==> src/rtl/cmp_select_net.sv <==
module cmp_select_net #(
  parameter int NBITS = 3,
  parameter int RED   = 4,
  parameter int WIN   = 6,
  localparam int LEVELS = (1 << NBITS) - 1,
  localparam int NCOMP  = (LEVELS - 1) * RED + WIN,
  localparam int SELW   = (WIN > 1) ? $clog2(WIN) : 1,
  localparam int ADRW   = $clog2(NCOMP),
  localparam int LVW    = $clog2(LEVELS + 1)
) (
  input  logic             clk,
  input  logic             rst_n,
  input  logic [NCOMP-1:0] cmp_out,
  input  logic             en_wr,
  input  logic [ADRW-1:0]  en_idx,
  input  logic             en_val,
  input  logic             sel_wr,
  input  logic [LVW-1:0]   sel_lvl,
  input  logic [SELW-1:0]  sel_val,
  input  logic             cal_en,
  input  logic [ADRW-1:0]  cal_addr,
  output logic [LEVELS-1:0] therm,
  output logic [NBITS-1:0] code_out,
  output logic [NCOMP-1:0] conv_en,
  output logic [NCOMP-1:0] cal_onehot,
  output logic             cal_bit,
  output logic [NCOMP-1:0] clk_gate_en
);

  function automatic logic [NCOMP-1:0] first_cands();
    logic [NCOMP-1:0] v;
    v = '0;
    for (int i = 0; i < LEVELS; i++) v[i*RED] = 1'b1;
    return v;
  endfunction

  localparam logic [NCOMP-1:0] DEF_EN = first_cands();

  logic [NCOMP-1:0] en_q;
  logic [SELW-1:0]  sel_q [LEVELS];
  logic [NBITS-1:0] ones;
  logic [NBITS-1:0] code_q;

  always_ff @(posedge clk or negedge rst_n) begin
    if (!rst_n) begin
      en_q <= DEF_EN;
      for (int i = 0; i < LEVELS; i++) sel_q[i] <= '0;
    end else begin
      if (en_wr && int'(en_idx) < NCOMP) en_q[en_idx] <= en_val;
      if (sel_wr && int'(sel_lvl) < LEVELS && int'(sel_val) < WIN)
        sel_q[sel_lvl] <= sel_val;
    end
  end

  for (genvar i = 0; i < LEVELS; i++) begin : g_lvl
    logic [WIN-1:0] cand;
    assign cand     = cmp_out[i*RED +: WIN] & en_q[i*RED +: WIN];
    assign therm[i] = cand[sel_q[i]];
  end

  always_comb begin
    ones = '0;
    for (int i = 0; i < LEVELS; i++) ones = ones + NBITS'(therm[i]);
  end

  always_ff @(posedge clk or negedge rst_n) begin
    if (!rst_n) code_q <= '0;
    else        code_q <= ones;
  end

  always_comb begin
    cal_onehot = '0;
    if (cal_en && int'(cal_addr) < NCOMP) cal_onehot[cal_addr] = 1'b1;
  end

  assign cal_bit     = |(cal_onehot & cmp_out);
  assign code_out    = code_q;
  assign conv_en     = en_q;
  assign clk_gate_en = en_q | cal_onehot;

endmodule

==> config.mk <==
export PLATFORM = sky130hd
export DESIGN_NAME = cmp_select_net
export DESIGN_NICKNAME = d
export VERILOG_FILES = /design/src/rtl/cmp_select_net.sv
export SDC_FILE = /design/constraint.sdc
export NUM_CORES = 1
export LEC_CHECK = 0
export CAP_MARGIN = 30
export CORE_MARGIN = 4
export CORE_UTILIZATION = 43
export CTS_CLUSTER_DIAMETER = 60
export DETAILED_ROUTE_END_ITERATION = 8
export GPL_ROUTABILITY_DRIVEN = 0
export GPL_TIMING_DRIVEN = 0
export PLACE_DENSITY = 0.81
export SLEW_MARGIN = 20
export SYNTH_ARGS = -nofsm -noshare
export SYNTH_HDL_FRONTEND = slang
export SYNTH_SLANG_ARGS = --single-unit
==> constraint.sdc <==
create_clock -name clk -period 3.9 [get_ports clk]
set_input_delay 0.78 -clock clk [delete_from_list [all_inputs] [get_ports clk]]
set_output_delay 0.78 -clock clk [all_outputs]
set_load 0.05 [all_outputs]
==> results of run 1 <==
[state kept, by name, indices dropped and copies added, names as in the netlist]
signal    count
sel_q        21
code_out      3
conv_en      30
[worst max path at each step]
stage | end | slack [ns] | depth (start not counted)
floorplan | clk_gate_en[18] | -0.15 | 4
global placement | clk_gate_en[11] | -0.26 | 7
detailed placement | clk_gate_en[11] | -0.24 | 7
CTS | clk_gate_en[13] | 0.007 | 7
global route | cal_onehot[11] | -0.03 | 6
finish | clk_gate_en[17] | 0.05 | 6
[worst max-delay path, delay by kind of cell]
kind | cells | cell delay, ns
buf+inv | 2 | 1.37
simple gates | 4 | 0.90
[logic make-up after synthesis]
kind of cell / count (synthesis) / share of synthesized area, %
adders and majority gates: 4 / 2.23
DFF: 54 / 38.0
buffers and inverters: 23 / 2.90
muxes: 59 / 18.6
AOI/OAI and AO/OA: 49 / 9.74
and+or+nand+nor: 197 / 28.5
[cell usage after synthesis (all sizes together), types with 7 or more instances]
| cell | instances | area (sq um) |
|---|---|---|
| nand3b | 8 | 60.1 |
| nand2 | 33 | 126 |
| or2 | 32 | 200 |
| clkbuf | 9 | 33.8 |
| a31oi | 11 | 75.1 |
| dfstp | 7 | 184 |
| o211ai | 7 | 52.6 |
| o21ai | 9 | 45.0 |
| nor2 | 55 | 206 |
| nor3 | 16 | 80.1 |
| and3 | 7 | 43.8 |
| mux2 | 52 | 586 |
| inv | 7 | 26.3 |
| buf | 7 | 43.8 |
| nand3 | 16 | 80.1 |
| dfrtp | 47 | 1180 |
[stage by stage]
| stage | instance area, sq um | utilization [%] | hold slack, ns | instances | setup TNS (ns) |
|---|---|---|---|---|---|
| after global routing | 5290 | 64.8 | 0.540 | 645 | -0.0288 |
| after floorplan | 3580 | - | 0.475 | 386 | -0.292 |
| after CTS | 5260 | 64.3 | 0.531 | 645 | 0 |
| final | 5290 | 64.8 | 0.504 | 645 | 0 |
| after global placement | 5180 | 63.3 | 0.503 | 637 | -2.02 |
| after detailed placement | 5170 | 63.3 | 0.517 | 637 | -2.14 |
[power groups by stage]
stage	combinational (mW)	clock [mW]	sequential (mW)
after detailed placement	1.40	0	0.867
after global placement	1.38	0	0.860
after global routing	1.45	0.401	0.878
final	1.38	0.369	0.860
after CTS	1.39	0.377	0.856
after floorplan	0.668	0	1.06
[layout make-up]
type	count	area [sq um]	share of cell area (%)
multi-input combinational	309	2120	40.0
timing repair buffer	146	1470	27.8
sequential	54	1360	25.7
tap	105	131	2.48
buffer	16	77.6	1.47
clock buffer	7	76.3	1.44
clock inverter	1	30.0	0.567
inverter	7	26.3	0.496
[layer usage]
metal / share of wire, % / vias to the layer above / GRT usage, %
met1: 39 / 1819 / 35.4
met2: 45 / 270 / 41.4
met5: 0 / - / 0
met3: 11 / 40 / 5.61
met4: 3.9 / 0 / 10.9
li1: - / 1686 / -
==> reports/metrics.csv, run 1 <==
metric,value,unit
DRC violations left,0,
startpoint types,input pin,
Net Switching,1.23,mW
"commonest non-fill, non-tap cell in the layout",clkdlybuf4s50_1,
worst-margin pin slew,0.697,ns
final setup margin,0.0541,ns
RR Endpoint,code_out[1],
share of layout cells above drive strength 1,6.85,%
H-tree levels,2,
core area,0.00818,sq mm
Design Power,2.60,mW
vias in the first global route,3900,
die width,99.3,um
number of synthesized flops with an enable pin,0,
Net Sw Frac,47.3,%
crit path from,cal_addr[1],
Final HPWL DP,10.6,mm
Slew Limit Fails,0,
most frequent cells in the layout,"clkdlybuf4s50_1 (104), nor2_1 (55), mux2_1 (48)",
leakage,2.53,nW
"Avg Cell Area, Syn",9.28,sq um
CTS buffer count,5,
clk buf depth,2,
worst vdd ir,0.257,mV
CP max-delay cell,clkdlybuf4s50_1,
DIE AREA,0.00986,sq mm
power share of the sequential group,33.0,%
Comb pwr share,52.8,%
register area share after synthesis,38.0,%
first-pass GRT wire length,20.4,mm
Final ANT Viol Nets,0,
power density cells,492,mW/mm^2
crit-path max FO,6,
TritonCTS clock tree,done,
I/O pin count,153,
Worst Path Required,3.12,ns
Hold WC Path Type,input pin to async pin,
main flop type after synthesis,dfrtp_1,
Initial Utilization,43.8,%
Diodes inserted,0,
Slew HR,53.5,%
fmax,260,MHz
Tmin final,3.85,ns
skew final,0.00829,ns
# Max-Cap Violations,0,
CP Cell Sequence,clkdlybuf4s50_1 -> nor2b_1 -> nand2_1 -> nor2_1 -> or2_1 -> clkdlybuf4s50_1,
IO Port Bufs,146,
Critical Path AT,3.07,ns
Sink Count,54,
Tcrit/Tclk final,98.6,%
die span in y,99.3,um
Reg-to-Reg Start,conv_en[0],
row cnt,33,
pre-CTS setup slack,-0.243,ns
synthesized area,0.00358,sq mm
P_int,1.37,mW
GRT Total Usage,26.4,%
WL final,13.3,mm
Clock transition at path regs,0.09,ns
crit-path most repeated cell,clkdlybuf4s50_1,
"Setup violations, final",0,
"setup slack, reg-to-reg",0.59,ns
CP Capture Type,primary output,
Post-CTS Resized,19,
average routed wire per standard cell,20.6,um
"slowest stage delay, CP",0.80,ns
Vias per Instance,5.91,
largest net degree at the start of global routing,55,
setup bufs post-CTS,0,
clk_lat worst skew,0.31,ns
final hold violation count,0,
DR vias,3815,
hold buffers post-CTS,0,
syn nets,442,
DR iter-0 viols,333,
Clock Power Share,14.2,%
synth-to-layout area growth,47.7,%
nets@finish,595,
FILL cells,697,
post-synthesis cell count,386,
status,"complete, no violations",
post-synthesis register bit count,54,
detailed-routing iteration count for the pre-antenna-repair pass,5,
initial antenna violation count,0,
Async SR Flop Fraction,100,%
post-synth cell types,51,
Syn. warnings,0,
grt ovf,0,
Root Driver,clkbuf_8,
Crit Path Class,input pin to primary output,
R2R depth,9,
(Power assumes the default switching activity.)
==> run 2, diff against run 1 <==
- CAP_MARGIN: 30 -> not set
==> results of run 2 <==
The final DEF is identical to that of run 1; final timing and power are the same.
==> run 3, diff against run 2 <==
- clock period: 3.9 -> 4.4 ns (I/O delays scaled with it)
==> run 3 against run 2 <==
Net effect: via count grew 0.73%; critical path type unchanged; clock power shrank 11%; core utilization is essentially flat; register-to-register slack gained 0.50 ns; sequential cell count is the same; final cell count is the same; largest power group unchanged; highest routed layer unchanged; routed wire length is essentially flat; total power shrank 11%; sequential power shrank 12%.
==> reports/metrics.csv, run 3 (same netlist as run 1, synthesis figures left out) <==
metric,value,unit,change
status,"complete, no violations",,unchanged
Comb pwr share,53.2,%,was 52.8%
Initial Utilization,43.8,%,unchanged
H-tree levels,2,,unchanged
Slew HR,53.2,%,was 53.5%
Critical Path AT,3.46,ns,was 3.07 ns
largest net degree at the start of global routing,55,,unchanged
Hold WC Path Type,register to register,,was input pin to async pin
Sequential cell area,0.00136,sq mm,unchanged
grt ovf,0,,unchanged
Design Power,2.33,mW,was 2.60 mW
I/O pin count,153,,unchanged
power density cells,440,mW/mm^2,was 492 mW/mm^2
initial antenna violation count,0,,unchanged
Final Non-Filler Cells,645,,unchanged
hold buffers post-CTS,0,,unchanged
Net Sw Frac,47.0,%,was 47.3%
synth-to-layout area growth,47.8,%,was 47.7%
leakage,2.23,nW,was 2.53 nW
CTS buffer count,5,,unchanged
DR vias,3843,,was 3815
nets@finish,595,,unchanged
area occupied by multi-input gates,0.00212,sq mm,unchanged
Clock Power Share,14.2,%,about the same
Diodes inserted,0,,unchanged
unrepaired setup endpoints after global routing,false,,
Tmin final,4.34,ns,
TritonCTS clock tree,done,,unchanged
DRC violations left,0,,unchanged
P_int,1.24,mW,was 1.37 mW
detailed-routing iteration count for the pre-antenna-repair pass,5,,unchanged
core area,0.00818,sq mm,unchanged
Worst Path Required,3.52,ns,was 3.12 ns
max reg flops,30,,unchanged
final setup margin,0.0641,ns,was 0.0541 ns
row cnt,33,,unchanged
Sink Count,54,,unchanged
crit-path max FO,8,,was 6
Tcrit/Tclk final,98.5,%,
area post-placement,0.00517,sq mm,unchanged
DP Cell Count,637,,unchanged
IO Port Bufs,146,,unchanged
Clock transition at path regs,0.09,ns,about the same
Vias per Instance,5.96,,was 5.91
die width,99.3,um,unchanged
Slew Limit Fails,0,,unchanged
DR iter-0 viols,290,,was 333
# Max-Cap Violations,0,,unchanged
share of layout cells above drive strength 1,5.93,%,was 6.85%
startpoint types,input pin,,unchanged
CP Capture Type,primary output,,unchanged
Final Cell Area,0.00530,sq mm,was 0.00529 sq mm
Final Util,64.8,%,about the same
final hold violation count,0,,unchanged
die span in y,99.3,um,unchanged
worst-margin pin slew,0.702,ns,was 0.697 ns
DIE AREA,0.00986,sq mm,unchanged
worst vdd ir,0.230,mV,was 0.257 mV
Net Switching,1.09,mW,was 1.23 mW
skew final,0.00762,ns,was 0.00829 ns
"Setup violations, final",0,,unchanged
Root Driver,clkbuf_8,,unchanged
vias in the first global route,3900,,unchanged
pre-CTS setup slack,0.0567,ns,was -0.243 ns
hold slack,0.534,ns,was 0.504 ns
"commonest non-fill, non-tap cell in the layout",clkdlybuf4s50_1,,unchanged
clk_lat worst skew,0.31,ns,about the same
WL final,13.3,mm,about the same
first-pass GRT wire length,20.4,mm,unchanged
GRT Total Usage,26.4,%,unchanged
Final HPWL DP,10.6,mm,unchanged
Crit Path Class,input pin to primary output,,unchanged
most frequent cells in the layout,"clkdlybuf4s50_1 (139), nor2_1 (55), mux2_1 (48)",,"was clkdlybuf4s50_1 (104), nor2_1 (55), mux2_1 (48)"
fmax,231,MHz,
average routed wire per standard cell,20.6,um,about the same
Final ANT Viol Nets,0,,unchanged
setup_tns,0,ns,unchanged
power share of the sequential group,32.7,%,was 33.0%
clk buf depth,2,,unchanged
FILL cells,701,,was 697
## run 3: cell count changes in the layout (fill, tap and decap cells not counted)
cell,change
clkbuf_2,-5
clkdlybuf4s50_1,+35
clkdlybuf4s15_1,-1
dlymetal6s2s_1,-16
dlygate4sd2_1,-13
## run 3: area by class of cell
class,count,area share [%]
clock inverters,1,0.567
flip-flops and latches,54,25.7
multi-input cells,309,40.0
clock buffers,7,1.44
repair buffers,146,27.8
well taps,105,2.48
inverters,7,0.496
plain buffers,16,1.47
## run 3: power by group through the flow
stage / clock [mW] / sequential [mW] / combinational (mW)
2_1_floorplan: 0 / 0.943 / 0.592
3_3_place_gp: 0 / 0.763 / 1.23
3_5_place_dp: 0 / 0.769 / 1.24
4_1_cts: 0.335 / 0.759 / 1.25
5_1_grt: 0.356 / 0.777 / 1.30
6_report: 0.330 / 0.761 / 1.24
## run 3: worst max-delay path: stages
cell	delay, ns
clkdlybuf4s50_1	0.65
nand2_2	0.22
a31oi_2	0.29
nand2_1	0.19
nor3_1	0.35
clkdlybuf4s50_1	0.88
## run 3: per-layer routing
metal / GRT usage [%] / up-vias / share of wire (%)
met5: 0 / - / 0
met4: 10.9 / 0 / 3.8
met3: 5.61 / 43 / 11
met2: 41.4 / 278 / 45
met1: 35.4 / 1835 / 40
li1: - / 1687 / -
## run 3: worst paths after layout
kind | to | depth (start not counted) | startpoint | slack (ns)
max | cal_onehot[27] | 6 | cal_addr[1] | 0.06
min | sel_q[17] | 1 | sel_q[17] | 0.53
max reg2reg | code_out[1] | 9 | conv_en[0] | 1.09
min reg2reg | sel_q[17] | 1 | sel_q[17] | 0.53
max in group asynchronous | sel_q[14] | 1 | rst_n | 3.32
min in group asynchronous | conv_en[5] | 1 | rst_n | 0.60
## run 3: timing repair
item / 4_1_cts / 5_1_grt
setup endpoints to repair: 0 / 6
buffers inserted: 0 / 0
gates resized for setup: 0 / 6
